## src/rtl/rdf_pkg.sv

```systemverilog
package rdf_pkg;

    localparam int ADDR_BYTES = 6;
    localparam int CRC_W      = 32;
    localparam logic [CRC_W-1:0] CRC_POLY = 32'hEDB88320;
    localparam logic [CRC_W-1:0] CRC_SEED = 32'hFFFFFFFF;
    localparam int HASH_IDX_W = 6;
    localparam int HASH_BITS  = 1 << HASH_IDX_W;
    localparam int REG_W      = 32;
    localparam int IDX_W      = $clog2(ADDR_BYTES);

    typedef enum logic [0:0] {
        TRK_IDLE    = 1'b0,
        TRK_COLLECT = 1'b1
    } trk_state_t;

    // Running classification of the address seen so far.
    typedef struct packed {
        logic all_ones;
        logic group_bit;
        logic station_eq;
    } addr_class_t;

    // Registered decision.
    typedef struct packed {
        logic valid;
        logic accept;
        logic bcast;
        logic mcast;
        logic miss;
    } decision_t;

    // One byte of reflected CRC-32, least significant bit first.
    function automatic logic [CRC_W-1:0] crc_step_byte(
        input logic [CRC_W-1:0] crc_in,
        input logic [7:0]       data
    );
        logic [CRC_W-1:0] c;
        c = crc_in;
        for (int i = 0; i < 8; i++) begin
            if (c[0] ^ data[i])
                c = (c >> 1) ^ CRC_POLY;
            else
                c = c >> 1;
        end
        return c;
    endfunction

    function automatic logic [HASH_IDX_W-1:0] hash_index(
        input logic [CRC_W-1:0] crc
    );
        return crc[CRC_W-1 -: HASH_IDX_W];
    endfunction

    // Station byte n, byte 0 in the top of the lower register.
    function automatic logic [7:0] station_byte(
        input logic [REG_W-1:0] lo,
        input logic [REG_W-1:0] hi,
        input logic [IDX_W-1:0] idx
    );
        logic [2*REG_W-1:0] flat;
        flat = {lo, hi};
        return flat[2*REG_W-1 - 8*int'(idx) -: 8];
    endfunction

endpackage

```

## src/rtl/rdf_crc_acc.sv

```systemverilog
module rdf_crc_acc
    import rdf_pkg::*;
(
    input  logic             clk,
    input  logic             rst,
    input  logic             restart,
    input  logic             step,
    input  logic [7:0]       data,
    output logic [CRC_W-1:0] crc_next
);
    logic [CRC_W-1:0] crc_q;
    logic [CRC_W-1:0] base;

    always_comb begin
        base     = restart ? CRC_SEED : crc_q;
        crc_next = crc_step_byte(base, data);
    end

    always_ff @(posedge clk) begin
        if (rst)
            crc_q <= CRC_SEED;
        else if (step)
            crc_q <= crc_next;
    end
endmodule

```

## src/rtl/rdf_addr_track.sv

```systemverilog
module rdf_addr_track
    import rdf_pkg::*;
(
    input  logic             clk,
    input  logic             rst,
    input  logic             frame_start,
    input  logic             byte_valid,
    input  logic [7:0]       byte_data,
    input  logic [REG_W-1:0] station_lo,
    input  logic [REG_W-1:0] station_hi,
    output logic             take_first,
    output logic             take_byte,
    output logic             last_byte,
    output addr_class_t      cls_next
);
    localparam logic [IDX_W-1:0] LAST_IDX = IDX_W'(ADDR_BYTES - 1);

    trk_state_t       state_q;
    logic [IDX_W-1:0] count_q;
    addr_class_t      cls_q;
    logic [IDX_W-1:0] cur_idx;
    logic             byte_eq;
    logic             byte_ones;
    logic             take_next;

    always_comb begin
        take_first = byte_valid && frame_start;
        take_next  = byte_valid && !frame_start && (state_q == TRK_COLLECT);
        take_byte  = take_first || take_next;
        last_byte  = take_next && (count_q == LAST_IDX);
        cur_idx    = take_first ? '0 : count_q;
        byte_eq    = (byte_data == station_byte(station_lo, station_hi, cur_idx));
        byte_ones  = (byte_data == 8'hFF);
        if (take_first) begin
            cls_next.all_ones   = byte_ones;
            cls_next.group_bit  = byte_data[0];
            cls_next.station_eq = byte_eq;
        end else begin
            cls_next.all_ones   = cls_q.all_ones && byte_ones;
            cls_next.group_bit  = cls_q.group_bit;
            cls_next.station_eq = cls_q.station_eq && byte_eq;
        end
    end

    always_ff @(posedge clk) begin
        if (rst) begin
            state_q <= TRK_IDLE;
            count_q <= '0;
            cls_q   <= '0;
        end else if (take_first) begin
            state_q <= TRK_COLLECT;
            count_q <= IDX_W'(1);
            cls_q   <= cls_next;
        end else if (take_next) begin
            cls_q <= cls_next;
            if (last_byte) begin
                state_q <= TRK_IDLE;
                count_q <= '0;
            end else begin
                count_q <= count_q + IDX_W'(1);
            end
        end
    end
endmodule

```

## src/rtl/rdf_hash_lookup.sv

```systemverilog
module rdf_hash_lookup
    import rdf_pkg::*;
(
    input  logic [CRC_W-1:0] crc,
    input  logic [REG_W-1:0] table_lo,
    input  logic [REG_W-1:0] table_hi,
    output logic             hit
);
    localparam int REGS = HASH_BITS / REG_W;

    logic [HASH_BITS-1:0]  table_flat;
    logic [HASH_IDX_W-1:0] idx;

    generate
        if (REGS == 2) begin : g_two_regs
            assign table_flat = {table_hi, table_lo};
        end else begin : g_one_reg
            assign table_flat = HASH_BITS'({table_hi, table_lo});
        end
    endgenerate

    always_comb begin
        idx = hash_index(crc);
        hit = table_flat[idx];
    end
endmodule

```

## src/rtl/rdf_decide.sv

```systemverilog
module rdf_decide
    import rdf_pkg::*;
(
    input  logic        clk,
    input  logic        rst,
    input  logic        clear,
    input  logic        load,
    input  addr_class_t cls,
    input  logic        hash_hit,
    input  logic        promisc_en,
    input  logic        bcast_drop,
    output decision_t   dec
);
    logic      is_bcast;
    logic      is_mcast;
    logic      normal_keep;
    decision_t dec_d;

    always_comb begin
        is_bcast = cls.all_ones;
        is_mcast = cls.group_bit && !cls.all_ones;
        if (is_bcast)
            normal_keep = !bcast_drop;
        else if (is_mcast)
            normal_keep = hash_hit;
        else
            normal_keep = cls.station_eq;
        dec_d.valid  = 1'b1;
        dec_d.accept = promisc_en || normal_keep;
        dec_d.bcast  = is_bcast;
        dec_d.mcast  = is_mcast;
        dec_d.miss   = promisc_en && !normal_keep;
    end

    always_ff @(posedge clk) begin
        if (rst || clear)
            dec <= '0;
        else if (load)
            dec <= dec_d;
    end
endmodule

```

## src/rtl/rx_dest_filter.sv

```systemverilog
module rx_dest_filter
    import rdf_pkg::*;
(
    input  logic        clk,
    input  logic        rst,
    input  logic        frame_start,
    input  logic        byte_valid,
    input  logic [7:0]  byte_data,
    input  logic [31:0] station_lo,
    input  logic [31:0] station_hi,
    input  logic [31:0] group_hash_lo,
    input  logic [31:0] group_hash_hi,
    input  logic        promisc_en,
    input  logic        bcast_drop,
    output logic        decision_valid,
    output logic        frame_accept,
    output logic        addr_bcast,
    output logic        addr_mcast,
    output logic        promisc_only
);
    logic             take_first;
    logic             take_byte;
    logic             last_byte;
    addr_class_t      cls_next;
    logic [CRC_W-1:0] crc_next;
    logic             hash_hit;
    decision_t        dec;

    rdf_addr_track u_track (
        .clk        (clk),
        .rst        (rst),
        .frame_start(frame_start),
        .byte_valid (byte_valid),
        .byte_data  (byte_data),
        .station_lo (station_lo),
        .station_hi (station_hi),
        .take_first (take_first),
        .take_byte  (take_byte),
        .last_byte  (last_byte),
        .cls_next   (cls_next)
    );

    rdf_crc_acc u_crc (
        .clk     (clk),
        .rst     (rst),
        .restart (take_first),
        .step    (take_byte),
        .data    (byte_data),
        .crc_next(crc_next)
    );

    rdf_hash_lookup u_hash (
        .crc     (crc_next),
        .table_lo(group_hash_lo),
        .table_hi(group_hash_hi),
        .hit     (hash_hit)
    );

    rdf_decide u_decide (
        .clk       (clk),
        .rst       (rst),
        .clear     (take_first),
        .load      (last_byte),
        .cls       (cls_next),
        .hash_hit  (hash_hit),
        .promisc_en(promisc_en),
        .bcast_drop(bcast_drop),
        .dec       (dec)
    );

    assign decision_valid = dec.valid;
    assign frame_accept   = dec.accept;
    assign addr_bcast     = dec.bcast;
    assign addr_mcast     = dec.mcast;
    assign promisc_only   = dec.miss;
endmodule

```

## config.mk

```make
export PLATFORM = sky130hd
export DESIGN_NAME = rx_dest_filter
export DESIGN_NICKNAME = d
export VERILOG_FILES = /design/src/rtl/rdf_pkg.sv /design/src/rtl/rdf_crc_acc.sv /design/src/rtl/rdf_addr_track.sv /design/src/rtl/rdf_hash_lookup.sv /design/src/rtl/rdf_decide.sv /design/src/rtl/rx_dest_filter.sv
export SDC_FILE = /design/constraint.sdc
export NUM_CORES = 1
export LEC_CHECK = 0
export CAP_MARGIN = 20
export CORE_MARGIN = 5
export CORE_UTILIZATION = 39
export CTS_CLUSTER_DIAMETER = 200
export DETAILED_ROUTE_END_ITERATION = 16
export GPL_TIMING_DRIVEN = 0
export PLACE_DENSITY = 0.82
export SLEW_MARGIN = 20
export SYNTH_ARGS = -nofsm -noshare
export SYNTH_HDL_FRONTEND = slang
export SYNTH_SLANG_ARGS = --single-unit
```

## constraint.sdc

```tcl
create_clock -name clk -period 4.5 [get_ports clk]
set_input_delay 1.125 -clock clk [delete_from_list [all_inputs] [get_ports clk]]
set_output_delay 1.125 -clock clk [all_outputs]
set_load 0.03 [all_outputs]
```

==> results.py <==
metrics = {
    "grt": {
        "grt_remaining_overflow": 0,
        "global_route_wire_length_before_repair_um": 24100,
        "grt_util_all_layers": 0.230,
        "grt_max_degree": 13,
        "grt_antenna_before_repair": 0,
        "grt_pass1_vias": 4743,
    },
    "floorplanning": {
        "num_rows": 37,
        "boundaryPins": 147,
        "dieWidth_um": 112,
        "die_height_um": 112,
        "starting_utilization_of_the_core_area": 0.399,
        "core-area_um2": 10300,
        "die_ar_um2": 12700,
    },
    "clocking": {
        "clk_pin_slew_ns": 0.08,
        "cts-resized-gates": 0,
        "cts_inserted_buffers": 5,
        "insertion_delay_ns": 0.30,
        "post_cts_buffers": 0,
        "cts.root.buffer_cell": "clkbuf_8",
        "htreeDepth": 2,
        "post_cts_hold_buffer_count": 0,
        "cts_buffer_depth": 2,
        "cts_tree": "yes",
        "clock_sink_count": 44,
    },
    "critical_path": {
        "critical_path_start_end_classification": "input port to flip-flop",
        "worstPathBufferInverterCount": 2,
        "most_frequent_cell_on_critical_path": "xnor2_2",
        "crit_family": "XOR/XNOR gates",
        "start_of_the_worst_register_to_register_path": "u_crc.crc_q[0]$_SDFFE_PP1P_",
        "required_ns": 4.69,
        "path_cells": "clkdlybuf4s50_1 > xnor2_2 > xnor3_4 > xnor2_2 > buf_4 > o221ai_1 > nand3_1 > a21oi_1 > nor4_1 > o31ai_2 > a32o_1",
        "cp_data_arrival_time_ns": 4.49,
        "startpoint_of_the_most_critical_setup_path": "byte_data[7]",
        "crit_path_max_incr_delay_ns": 0.61,
        "setup.worst_path.end_class": "flip-flop",
        "worst_path_max_delay_cell": "xnor3_4",
        "critical_path.startpoint_type": "input port",
        "crit_path_max_fanout": 10,
    },
    "sta": {
        "headroom_to_the_max_slew_limit": 0.355,
        "final-hold-violation-count": 0,
        "worst-slew-pin-transition_ns": 0.964,
        "timing.clock.skew_ns": 0.00668,
        "min_period_ns": 4.30,
        "worst_case_setup_margin_in_the_final_layout_ns": 0.201,
        "rsz0062_at_grt": "false",
        "number_of_setup_violations_in_the_final_report": 0,
        "drv_slew": 0,
        "fin_worst_hold_slack_ns": 0.455,
        "max_freq_mhz": 233,
        "finalCritPeriodShare": 0.955,
    },
    "layout": {
        "area_growth_syn_to_layout_pct": 40.3,
        "highest_count_cells_in_the_layout_ignoring_fill_and_taps": "clkdlybuf4s50_1, nor2_1, xnor2_1",
        "final_layout_size_suffix_gt1_frac": 0.0607,
        "layout_commonest_cell": "clkdlybuf4s50_1",
        "fin_nets": 787,
        "antenna-diode-count": 0,
    },
    "synthesis": {
        "edff_count_synth": 0,
        "synth.net_count": 642,
        "postSynth.topFlopCell": "dfxtp_1",
        "portion_of_the_post_synthesis_area_used_by_sequential_elements": 0.215,
        "ys_warn_count": 0,
        "netlist_instances": 498,
        "syn-mean-instance-area_um2": 8.23,
        "synth.cell_area_um2": 4100,
        "synth-async-reset-ratio": 0,
        "ys_types": 56,
        "synth_seq_cells": 44,
    },
    "drt": {
        "drt-initial-drc-count": 348,
        "post-route-drc-count": 0,
        "route.detailed.vias_per_inst": 5.86,
        "via_count": 4557,
        "drt-wirelength-per-cell_um": 19.5,
        "number_of_nets_still_failing_antenna_checks_after_routing": 0,
        "totalWireLength_um": 15200,
        "drt_first_pass_iters": 5,
    },
    "run_status": {
        "outcome": "finished clean",
    },
    "power_and_ir_drop": {
        "ir_drop_uv": 508,
        "power.static_leakage_uw": 0.00202,
        "power.density_nw_per_um2": 389,
    },
    "worst_hold_path": {
        "hp-start": "u_decide.dec[4]$_SDFFE_PP0P_",
        "worst_hold_path_type": "flip-flop to flip-flop",
    },
    "placement": {
        "place_ws_ns": -0.0704,
        "buffer_ports.inserted": 138,
        "gp_congestion": 0.934,
        "dp_hpwl_um": 11700,
    },
    "run": {
        "drv.max_cap_violation_count": 0,
    },
}
[cell families after synthesis]
| family | synth area share |
|---|---|
| AO/OA/AOI/OAI | 0.268 |
| XOR/XNOR | 0.260 |
| adder cells (fa/ha/maj) | 0.00611 |
| buffers and inverters | 0.0504 |
| flip-flops | 0.215 |
| multiplexers | 0.0464 |
| AND/OR/NAND/NOR | 0.154 |
[synthesized netlist by cell type (2+ instances only)]
library cell,number,area [um2]
nand2_1,22,82.6
nand3_1,11,55.1
xor2_1,29,254
buf_2,6,30.0
clkbuf_1,27,101
o221ai_2,2,30.0
o21ai_0,14,70.1
nor3_1,8,40.0
dfxtp_1,44,881
o211ai_1,2,15.0
a221oi_1,6,52.6
o221ai_1,33,289
a221o_1,2,20.0
a21oi_1,30,150
mux2i_1,19,190
a211o_1,37,324
nor2_1,84,315
xnor2_2,2,32.5
xnor2_1,60,526
xnor2_4,4,110
nand3b_1,3,22.5
o22ai_1,3,18.8
buf_1,2,7.51
xnor3_2,2,47.6
ha_1,2,25.0
buf_4,7,52.6
nand4_1,6,37.5
nor4_1,3,18.8
[metrics by stage]
stage | area [um2] | TNS (ns) | power (uW) | utilization | std cells
final | 5750 | 0 | 2240 | 0.559 | 778
after global routing | 5750 | 0 | 2380 | 0.559 | 778
after CTS | 5750 | 0 | 2220 | 0.559 | 778
after detailed placement | 5650 | -0.0704 | 1930 | 0.550 | 772
after global placement | 5650 | -0.0383 | 1890 | 0.550 | 772
after floorplan | 4100 | 0 | 1530 | - | 498
[power breakdown]
| group | switching [uW] | internal (uW) | total [uW] |
|---|---|---|---|
| clock | 133 | 159 | 292 |
| sequential | 31.7 | 433 | 464 |
| combinational | 811 | 669 | 1480 |
[worst register-to-register path, stage by stage (launching register included)]
cell and delay, ns:
dfxtp_1 0.31, buf_4 0.19, xor2_1 0.19, nand2_1 0.12
xor2_1 0.78, xnor2_1 0.36, xnor2_1 0.47, a21oi_1 0.09
nor4_1 0.41, o31ai_2 0.14, a32o_1 0.22
[worst paths after layout]
check,to,slack [ns],cells past startpoint
worst max-delay path,u_decide.dec[0]$_SDFFE_PP0P_,0.20,11
worst min-delay path,u_decide.dec[4]$_SDFFE_PP0P_,0.46,2
worst max register to register,u_decide.dec[0]$_SDFFE_PP0P_,1.11,10
worst min register to register,u_decide.dec[4]$_SDFFE_PP0P_,0.46,2
[layout make-up]
| cell class | count | area, um2 |
|---|---|---|
| fillers | 982 | 4530 |
| multi-input cells | 410 | 3010 |
| repair buffers | 138 | 1380 |
| flip-flops and latches | 44 | 881 |
| plain buffers | 43 | 203 |
| well taps | 136 | 170 |
| clock buffers | 5 | 68.8 |
| clock inverters | 1 | 30.0 |
| inverters | 1 | 3.75 |
[sequential cells by signal (all words and copies together) (netlist names)]
register,flops
u_crc.crc_q,32
u_track.count_q,3
u_track.cls_q,3
u_decide.dec,5
u_track.state_q,1
[layer usage]
metal  track usage  vias up  wire [um]
met2         0.401      243       7240
met1         0.289     2179       6470
li1              -     2110          -
met4        0.0657        0        281
met3        0.0420       25       1160
met5             0        -          0
(Power assumes the default switching activity.)
